--- config.mk ---
export PLATFORM = sky130hd
export DESIGN_NAME = snoop_takeover_unit
export DESIGN_NICKNAME = d
export VERILOG_FILES = /design/src/rtl/tkv_pkg.sv /design/src/rtl/tkv_line_match.sv /design/src/rtl/tkv_line_buf.sv /design/src/rtl/tkv_ctrl.sv /design/src/rtl/snoop_takeover_unit.sv
export SDC_FILE = /design/constraint.sdc
export NUM_CORES = 1
export LEC_CHECK = 0
export CORE_AREA = 2 2 191 193
export CTS_CLUSTER_SIZE = 12
export DETAILED_ROUTE_END_ITERATION = 7
export DIE_AREA = 0 0 193 195
export GPL_ROUTABILITY_DRIVEN = 0
export MAX_ROUTING_LAYER = met4
export PLACE_DENSITY = 0.72
export SLEW_MARGIN = 20
export SYNTH_ARGS = -nofsm -noshare
export SYNTH_HDL_FRONTEND = slang
export SYNTH_SLANG_ARGS = --single-unit
--- constraint.sdc ---
create_clock -name clk -period 2.4 [get_ports clk]
set_input_delay 0.48 -clock clk [delete_from_list [all_inputs] [get_ports clk]]
set_output_delay 0.48 -clock clk [all_outputs]
set_load 0.01 [all_outputs]
--- src/rtl/tkv_pkg.sv ---
package tkv_pkg;

    // Snoop kind codes carried on the bus snoop input
    typedef enum logic [1:0] {
        SNP_RD_SHR = 2'd0,
        SNP_RD_EXC = 2'd1,
        SNP_INVAL  = 2'd2,
        SNP_WRITE  = 2'd3
    } snoop_kind_e;

    // Ownership state of the held line
    typedef enum logic [1:0] {
        ST_EMPTY  = 2'd0,
        ST_HOLD   = 2'd1,
        ST_FWD    = 2'd2,
        ST_SUPPLY = 2'd3
    } hold_state_e;

    function automatic logic kind_is_read(input logic [1:0] kind);
        return (kind == SNP_RD_SHR) || (kind == SNP_RD_EXC);
    endfunction

endpackage

--- src/rtl/tkv_line_match.sv ---
module tkv_line_match #(
    parameter int ADDR_W = 32,
    parameter int OFF_W  = 5
) (
    input  logic              held,
    input  logic [ADDR_W-1:0] held_addr,
    input  logic              snoop_valid,
    input  logic [1:0]        snoop_kind,
    input  logic [ADDR_W-1:0] snoop_addr,
    output logic              hit_read,
    output logic              hit_illegal
);
    import tkv_pkg::*;

    localparam logic [ADDR_W-1:0] LINE_MASK = ~((ADDR_W'(1) << OFF_W) - ADDR_W'(1));

    logic same_line;

    always_comb begin
        same_line   = ((snoop_addr & LINE_MASK) == held_addr);
        hit_read    = held && snoop_valid && same_line && kind_is_read(snoop_kind);
        hit_illegal = held && snoop_valid && same_line && !kind_is_read(snoop_kind);
    end

endmodule

--- src/rtl/tkv_line_buf.sv ---
module tkv_line_buf #(
    parameter int ADDR_W = 32,
    parameter int DATA_W = 64,
    parameter int BEATS  = 4,
    parameter int OFF_W  = 5,
    parameter int BEAT_W = 2
) (
    input  logic                    clk,
    input  logic                    rst_n,
    input  logic                    load,
    input  logic [ADDR_W-1:0]       in_addr,
    input  logic [BEATS*DATA_W-1:0] in_line,
    input  logic [BEAT_W-1:0]       beat_sel,
    output logic [ADDR_W-1:0]       addr_q,
    output logic [DATA_W-1:0]       beat_data
);
    localparam int LINE_W = BEATS * DATA_W;
    localparam logic [ADDR_W-1:0] LINE_MASK = ~((ADDR_W'(1) << OFF_W) - ADDR_W'(1));

    typedef struct packed {
        logic [ADDR_W-1:0] addr;
        logic [LINE_W-1:0] line;
    } buf_t;

    buf_t r_q, r_d;

    always_comb begin
        r_d = r_q;
        if (load) begin
            r_d.addr = in_addr & LINE_MASK;
            r_d.line = in_line;
        end
    end

    always_ff @(posedge clk) begin
        if (!rst_n) begin
            r_q <= '0;
        end else begin
            r_q <= r_d;
        end
    end

    // Beat selection: one lane per beat
    logic [DATA_W-1:0] lanes [BEATS];

    for (genvar g = 0; g < BEATS; g++) begin : g_lane
        assign lanes[g] = r_q.line[g*DATA_W +: DATA_W];
    end

    always_comb begin
        beat_data = '0;
        for (int i = 0; i < BEATS; i++) begin
            if (beat_sel == BEAT_W'(i)) begin
                beat_data = lanes[i];
            end
        end
    end

    assign addr_q = r_q.addr;

endmodule

--- src/rtl/tkv_ctrl.sv ---
module tkv_ctrl #(
    parameter int BEATS  = 4,
    parameter int BEAT_W = 2
) (
    input  logic              clk,
    input  logic              rst_n,
    input  logic              wr_valid,
    input  logic              hit_read,
    input  logic              bus_grant,
    output logic              wr_ready,
    output logic              load,
    output logic              held,
    output logic [BEAT_W-1:0] beat,
    output logic              supplying,
    output logic              forwarding,
    output logic              last_beat
);
    import tkv_pkg::*;

    localparam logic [BEAT_W-1:0] LAST_BEAT = BEAT_W'(BEATS - 1);

    typedef struct packed {
        hold_state_e       state;
        logic [BEAT_W-1:0] beat;
    } ctrl_t;

    ctrl_t r_q, r_d;

    always_comb begin
        r_d  = r_q;
        load = 1'b0;
        unique case (r_q.state)
            ST_EMPTY: begin
                if (wr_valid) begin
                    load      = 1'b1;
                    r_d.state = ST_HOLD;
                    r_d.beat  = '0;
                end
            end
            ST_HOLD: begin
                // A conflicting read outranks a grant in the same cycle
                if (hit_read) begin
                    r_d.state = ST_SUPPLY;
                    r_d.beat  = '0;
                end else if (bus_grant) begin
                    r_d.state = ST_FWD;
                    r_d.beat  = '0;
                end
            end
            ST_FWD: begin
                if (hit_read) begin
                    r_d.state = ST_SUPPLY;
                    r_d.beat  = '0;
                end else if (r_q.beat == LAST_BEAT) begin
                    r_d.state = ST_EMPTY;
                    r_d.beat  = '0;
                end else begin
                    r_d.beat = r_q.beat + BEAT_W'(1);
                end
            end
            ST_SUPPLY: begin
                if (r_q.beat == LAST_BEAT) begin
                    // Data handed to the requester: the write is dropped
                    r_d.state = ST_EMPTY;
                    r_d.beat  = '0;
                end else begin
                    r_d.beat = r_q.beat + BEAT_W'(1);
                end
            end
            default: begin
                r_d.state = ST_EMPTY;
                r_d.beat  = '0;
            end
        endcase
    end

    always_ff @(posedge clk) begin
        if (!rst_n) begin
            r_q.state <= ST_EMPTY;
            r_q.beat  <= '0;
        end else begin
            r_q <= r_d;
        end
    end

    assign wr_ready   = (r_q.state == ST_EMPTY);
    assign held       = (r_q.state == ST_HOLD) || (r_q.state == ST_FWD);
    assign supplying  = (r_q.state == ST_SUPPLY);
    assign forwarding = (r_q.state == ST_FWD);
    assign beat       = r_q.beat;
    assign last_beat  = (r_q.beat == LAST_BEAT);

endmodule

--- src/rtl/snoop_takeover_unit.sv ---
module snoop_takeover_unit #(
    parameter int ADDR_W = 32,
    parameter int DATA_W = 64,
    parameter int BEATS  = 4
) (
    input  logic                    clk,
    input  logic                    rst_n,
    input  logic                    wr_valid,
    input  logic [ADDR_W-1:0]       wr_addr,
    input  logic [BEATS*DATA_W-1:0] wr_line,
    output logic                    wr_ready,
    input  logic                    snoop_valid,
    input  logic [1:0]              snoop_kind,
    input  logic [ADDR_W-1:0]       snoop_addr,
    input  logic                    bus_grant,
    output logic                    takeover,
    output logic                    resp_valid,
    output logic [DATA_W-1:0]       resp_data,
    output logic                    resp_last,
    output logic                    fwd_valid,
    output logic [ADDR_W-1:0]       fwd_addr,
    output logic [DATA_W-1:0]       fwd_data,
    output logic                    fwd_last
);
    localparam int LINE_BYTES = BEATS * DATA_W / 8;
    localparam int OFF_W      = $clog2(LINE_BYTES);
    localparam int BEAT_W     = (BEATS > 1) ? $clog2(BEATS) : 1;

    logic              ready_w;
    logic              load;
    logic              held;
    logic [BEAT_W-1:0] beat;
    logic              supplying;
    logic              forwarding;
    logic              last_beat;
    logic              hit_read;
    logic              hit_illegal;
    logic [ADDR_W-1:0] held_addr;
    logic [DATA_W-1:0] beat_data;

    tkv_ctrl #(
        .BEATS  (BEATS),
        .BEAT_W (BEAT_W)
    ) u_ctrl (
        .clk        (clk),
        .rst_n      (rst_n),
        .wr_valid   (wr_valid),
        .hit_read   (hit_read),
        .bus_grant  (bus_grant),
        .wr_ready   (ready_w),
        .load       (load),
        .held       (held),
        .beat       (beat),
        .supplying  (supplying),
        .forwarding (forwarding),
        .last_beat  (last_beat)
    );

    tkv_line_buf #(
        .ADDR_W (ADDR_W),
        .DATA_W (DATA_W),
        .BEATS  (BEATS),
        .OFF_W  (OFF_W),
        .BEAT_W (BEAT_W)
    ) u_buf (
        .clk       (clk),
        .rst_n     (rst_n),
        .load      (load),
        .in_addr   (wr_addr),
        .in_line   (wr_line),
        .beat_sel  (beat),
        .addr_q    (held_addr),
        .beat_data (beat_data)
    );

    tkv_line_match #(
        .ADDR_W (ADDR_W),
        .OFF_W  (OFF_W)
    ) u_match (
        .held        (held),
        .held_addr   (held_addr),
        .snoop_valid (snoop_valid),
        .snoop_kind  (snoop_kind),
        .snoop_addr  (snoop_addr),
        .hit_read    (hit_read),
        .hit_illegal (hit_illegal)
    );

    // Illegal matches are reported by the bound checker; no state reacts
    logic unused_ok;
    assign unused_ok = hit_illegal;

    assign wr_ready   = ready_w;
    assign takeover   = supplying;
    assign resp_valid = supplying;
    assign resp_last  = supplying && last_beat;
    assign resp_data  = supplying ? beat_data : '0;
    assign fwd_valid  = forwarding;
    assign fwd_last   = forwarding && last_beat;
    assign fwd_data   = forwarding ? beat_data : '0;
    assign fwd_addr   = held_addr;

endmodule

==> results_dict.tcl <==
set metrics [dict create \
    drv_cap 0 \
    vdd.ir_drop.worst_v 0.000428 \
    io_buffers 476 \
    hold-worst-slack_ns 0.452 \
    clock.fmax_ghz 0.357 \
    via_per_inst 5.13 \
    critical_path.cell_chain "inv_4 > ha_4 > buf_12 > buf_16 > nand3b_1 > a21oi_2 > a21oi_1 > nor2_1 > a21oi_2 > nor2b_1 > buf_2" \
    required_ns 1.92 \
    startpoint_type "register" \
    path_clk_slew_ns 0.06 \
    cts_sinks 287 \
    die_w_microns 193 \
    cts_tree "done" \
    yosysUniqueCellTypes 29 \
    clk_path_buf_depth 3 \
    die_area_sq_mm 0.0376 \
    cp-end-kind "output pin" \
    min_path_cells 2 \
    r2r-start "u_ctrl.r_q[3]$_SDFFE_PN0P_" \
    drc_errors 0 \
    min_from "u_buf.lanes[148]$_SDFFE_PN0P_" \
    rows 69 \
    placed_area_sq_mm 0.0191 \
    synth.ff_latch_count 287 \
    avgSynthCellArea_sq_um 7.02 \
    r2r_cells 9 \
    vias 14800 \
    synth_area_sq_mm 0.0133 \
    synth_edf_count 0 \
    slowest_stage "dfxtp_2" \
    drt_first_pass_iters 6 \
    hold_buffers 0 \
    synth-seq-area-share 0.431 \
    powerDensity_mw_per_mm2 733 \
    critPathBufInv 4 \
    grt_pass1_vias 14600 \
    initial_core_util 0.376 \
    grtUsageTotal 0.263 \
    setup_viol 128 \
    synth_warnings 0 \
    async_flop_share 0 \
    grt_overflow 0 \
    hp-class "register to register" \
    cts_root_buf "clkbuf_16" \
    status "complete, but fails checks" \
    timing.final.ws_setup_ns -0.399 \
    rsz0062_at_grt "yes" \
    finalHoldViolations 0 \
    critical_path_class "register to output pin" \
    fin_crit_ns 2.80 \
    rr_endpoint "u_ctrl.r_q[3]$_SDFFE_PN0P_" \
    violations "setup timing" \
    finalMaxSlewViolations 0 \
    fp.dieH_microns 195 \
    clock_skew_ns 0.00790 \
    syn_to_final_growth_pct 60.6 \
    drt_iter0_drc 957 \
    worst_ep_arrival_time_ns 2.32 \
    clk_latency_ns 0.50 \
    antenna_found_initial 3 \
    cpPeakStageDelay_ns 0.35 \
    grt_pass1_wl_microns 76200 \
    period_share 1.17 \
    cts_max_level 2 \
    p_leak_nw 8.19 \
    post-route-cell-area_sq_mm 0.0214 \
    ant_nets 0 \
    cts_made_buffers 34 \
    whs_endpoint "u_buf.lanes[148]$_SDFFE_PN0P_" \
    nNetsFinal 2726 \
    reg2reg_slack_ns 0.12 \
    pin_count 493 \
    cp_max_fo 7 \
    grt_max_degree 100 \
    dp_hpwl_microns 33200 \
    synth_ff_type "dfxtp_1" \
    p_total_mw 15.7 \
    crit_family "buffers and inverters" \
    layout-drive-gt1-share 0.224 \
    routed_wl_microns 51500 \
    setup_tns_ns -38.74 \
    routedWlPerCell_microns 17.9 \
    path_common_cell "a21oi_2" \
    netlist_instances 1896 \
    core_sq_mm 0.0354 \
]
## state kept, by name (all words and copies together), names as in the netlist
name / flops
u_buf.lanes: 256
u_buf.addr_q: 27
u_ctrl.beat: 2
u_ctrl.r_q: 2
## worst min-delay path: cells and delay by family, from the launching register on
family           cells  cell delay, ns
flip-flops           1            0.30
AND/OR/NAND/NOR      1            0.05
AO/OA/AOI/OAI        1            0.05
## power breakdown
group	leakage, nW	total, mW	internal [mW]	switching [mW]
sequential	2.36	5.90	5.45	0.454
clock	0.543	5.04	3.05	1.99
combinational	5.29	4.74	2.21	2.53
total	8.19	15.7	10.7	4.98
## layout by cell type (no fill, tap or decap), types with 26 or more instances in the layout
master	instances
a21oi_1	322
buf_2	128
xor2_1	27
buf_12	39
buf_6	26
a21oi_2	150
nor2_1	51
clkbuf_16	42
clkdlybuf4s50_1	344
dfxtp_1	283
nand2_1	613
buf_4	52
nand3b_1	65
nor2b_1	128
## how the worst max path moves through the flow
stage / start / to / slack (ns) / depth (start not counted)
6_report: u_ctrl.beat[1]$_SDFFE_PN0P_ / fwd_data[37] / -0.40 / 11
5_1_grt: u_ctrl.beat[1]$_SDFFE_PN0P_ / resp_data[34] / -0.55 / 11
4_1_cts: u_ctrl.beat[0]$_SDFFE_PN0P_ / resp_data[5] / -0.42 / 11
3_5_place_dp: u_ctrl.beat[0]$_SDFFE_PN0P_ / fwd_data[53] / -0.33 / 10
3_3_place_gp: u_ctrl.beat[0]$_SDFFE_PN0P_ / fwd_data[53] / -0.31 / 10
2_1_floorplan: u_ctrl.beat[0]$_SDFFE_PN0P_ / fwd_data[3] / 0.32 / 10
## layout make-up
type	instances	area (sq um)
Clock inverter	5	32.5
Multi-Input combinational cell	1443	7750
Fill cell	3148	14000
Antenna cell	5	12.5
Timing Repair Buffer	618	6160
Sequential cell	287	5760
Clock buffer	53	1070
Tap cell	461	577
Inverter	6	35.0
## per-layer routing
| metal | global-route usage | vias up | wire length, microns |
|---|---|---|---|
| met4 | 0.0918 | 0 | 1910 |
| li1 | - | 7168 | - |
| met5 | - | - | 0 |
| met1 | 0.306 | 6952 | 20800 |
| met3 | 0.0478 | 106 | 3420 |
| met2 | 0.452 | 525 | 25300 |
## what timing repair did
item / in CTS / in global routing
pin swaps: 84 / 76
endpoints found under the setup margin: 132 / 133
setup buffers: 27 / 11
resized for setup: 650 / 147
gates cloned: 14 / 6
## logic make-up after synthesis
group,share of synthesized area
buf+inv,0.0518
xor+xnor,0.0178
fa+ha+maj,0.00846
simple gates,0.306
flops,0.431
compound gates,0.184
other cells,0.000282
## per-stage QoR
stage	setup WS (ns)	utilization	std cells
2_1_floorplan	0.321	-	1900
3_3_place_gp	-0.308	0.541	2765
3_5_place_dp	-0.330	0.541	2765
4_1_cts	-0.424	0.588	2863
5_1_grt	-0.549	0.604	2876
6_report	-0.399	0.604	2878
## cells in the mapped netlist (5+ instances only)
| cell type | number | area, sq um |
|---|---|---|
| nand2_1 | 635 | 2380 |
| a21oi_1 | 476 | 2380 |
| dfxtp_1 | 287 | 5750 |
| nor2b_1 | 131 | 820 |
| clkbuf_1 | 122 | 458 |
| nor2_1 | 69 | 259 |
| nand3b_1 | 65 | 488 |
| xor2_1 | 27 | 236 |
| buf_2 | 23 | 115 |
| buf_1 | 13 | 48.8 |
| ha_1 | 9 | 113 |
| buf_4 | 6 | 45.0 |
| inv_1 | 5 | 18.8 |
| nor4_1 | 5 | 31.3 |
(Power assumes the default switching activity.)
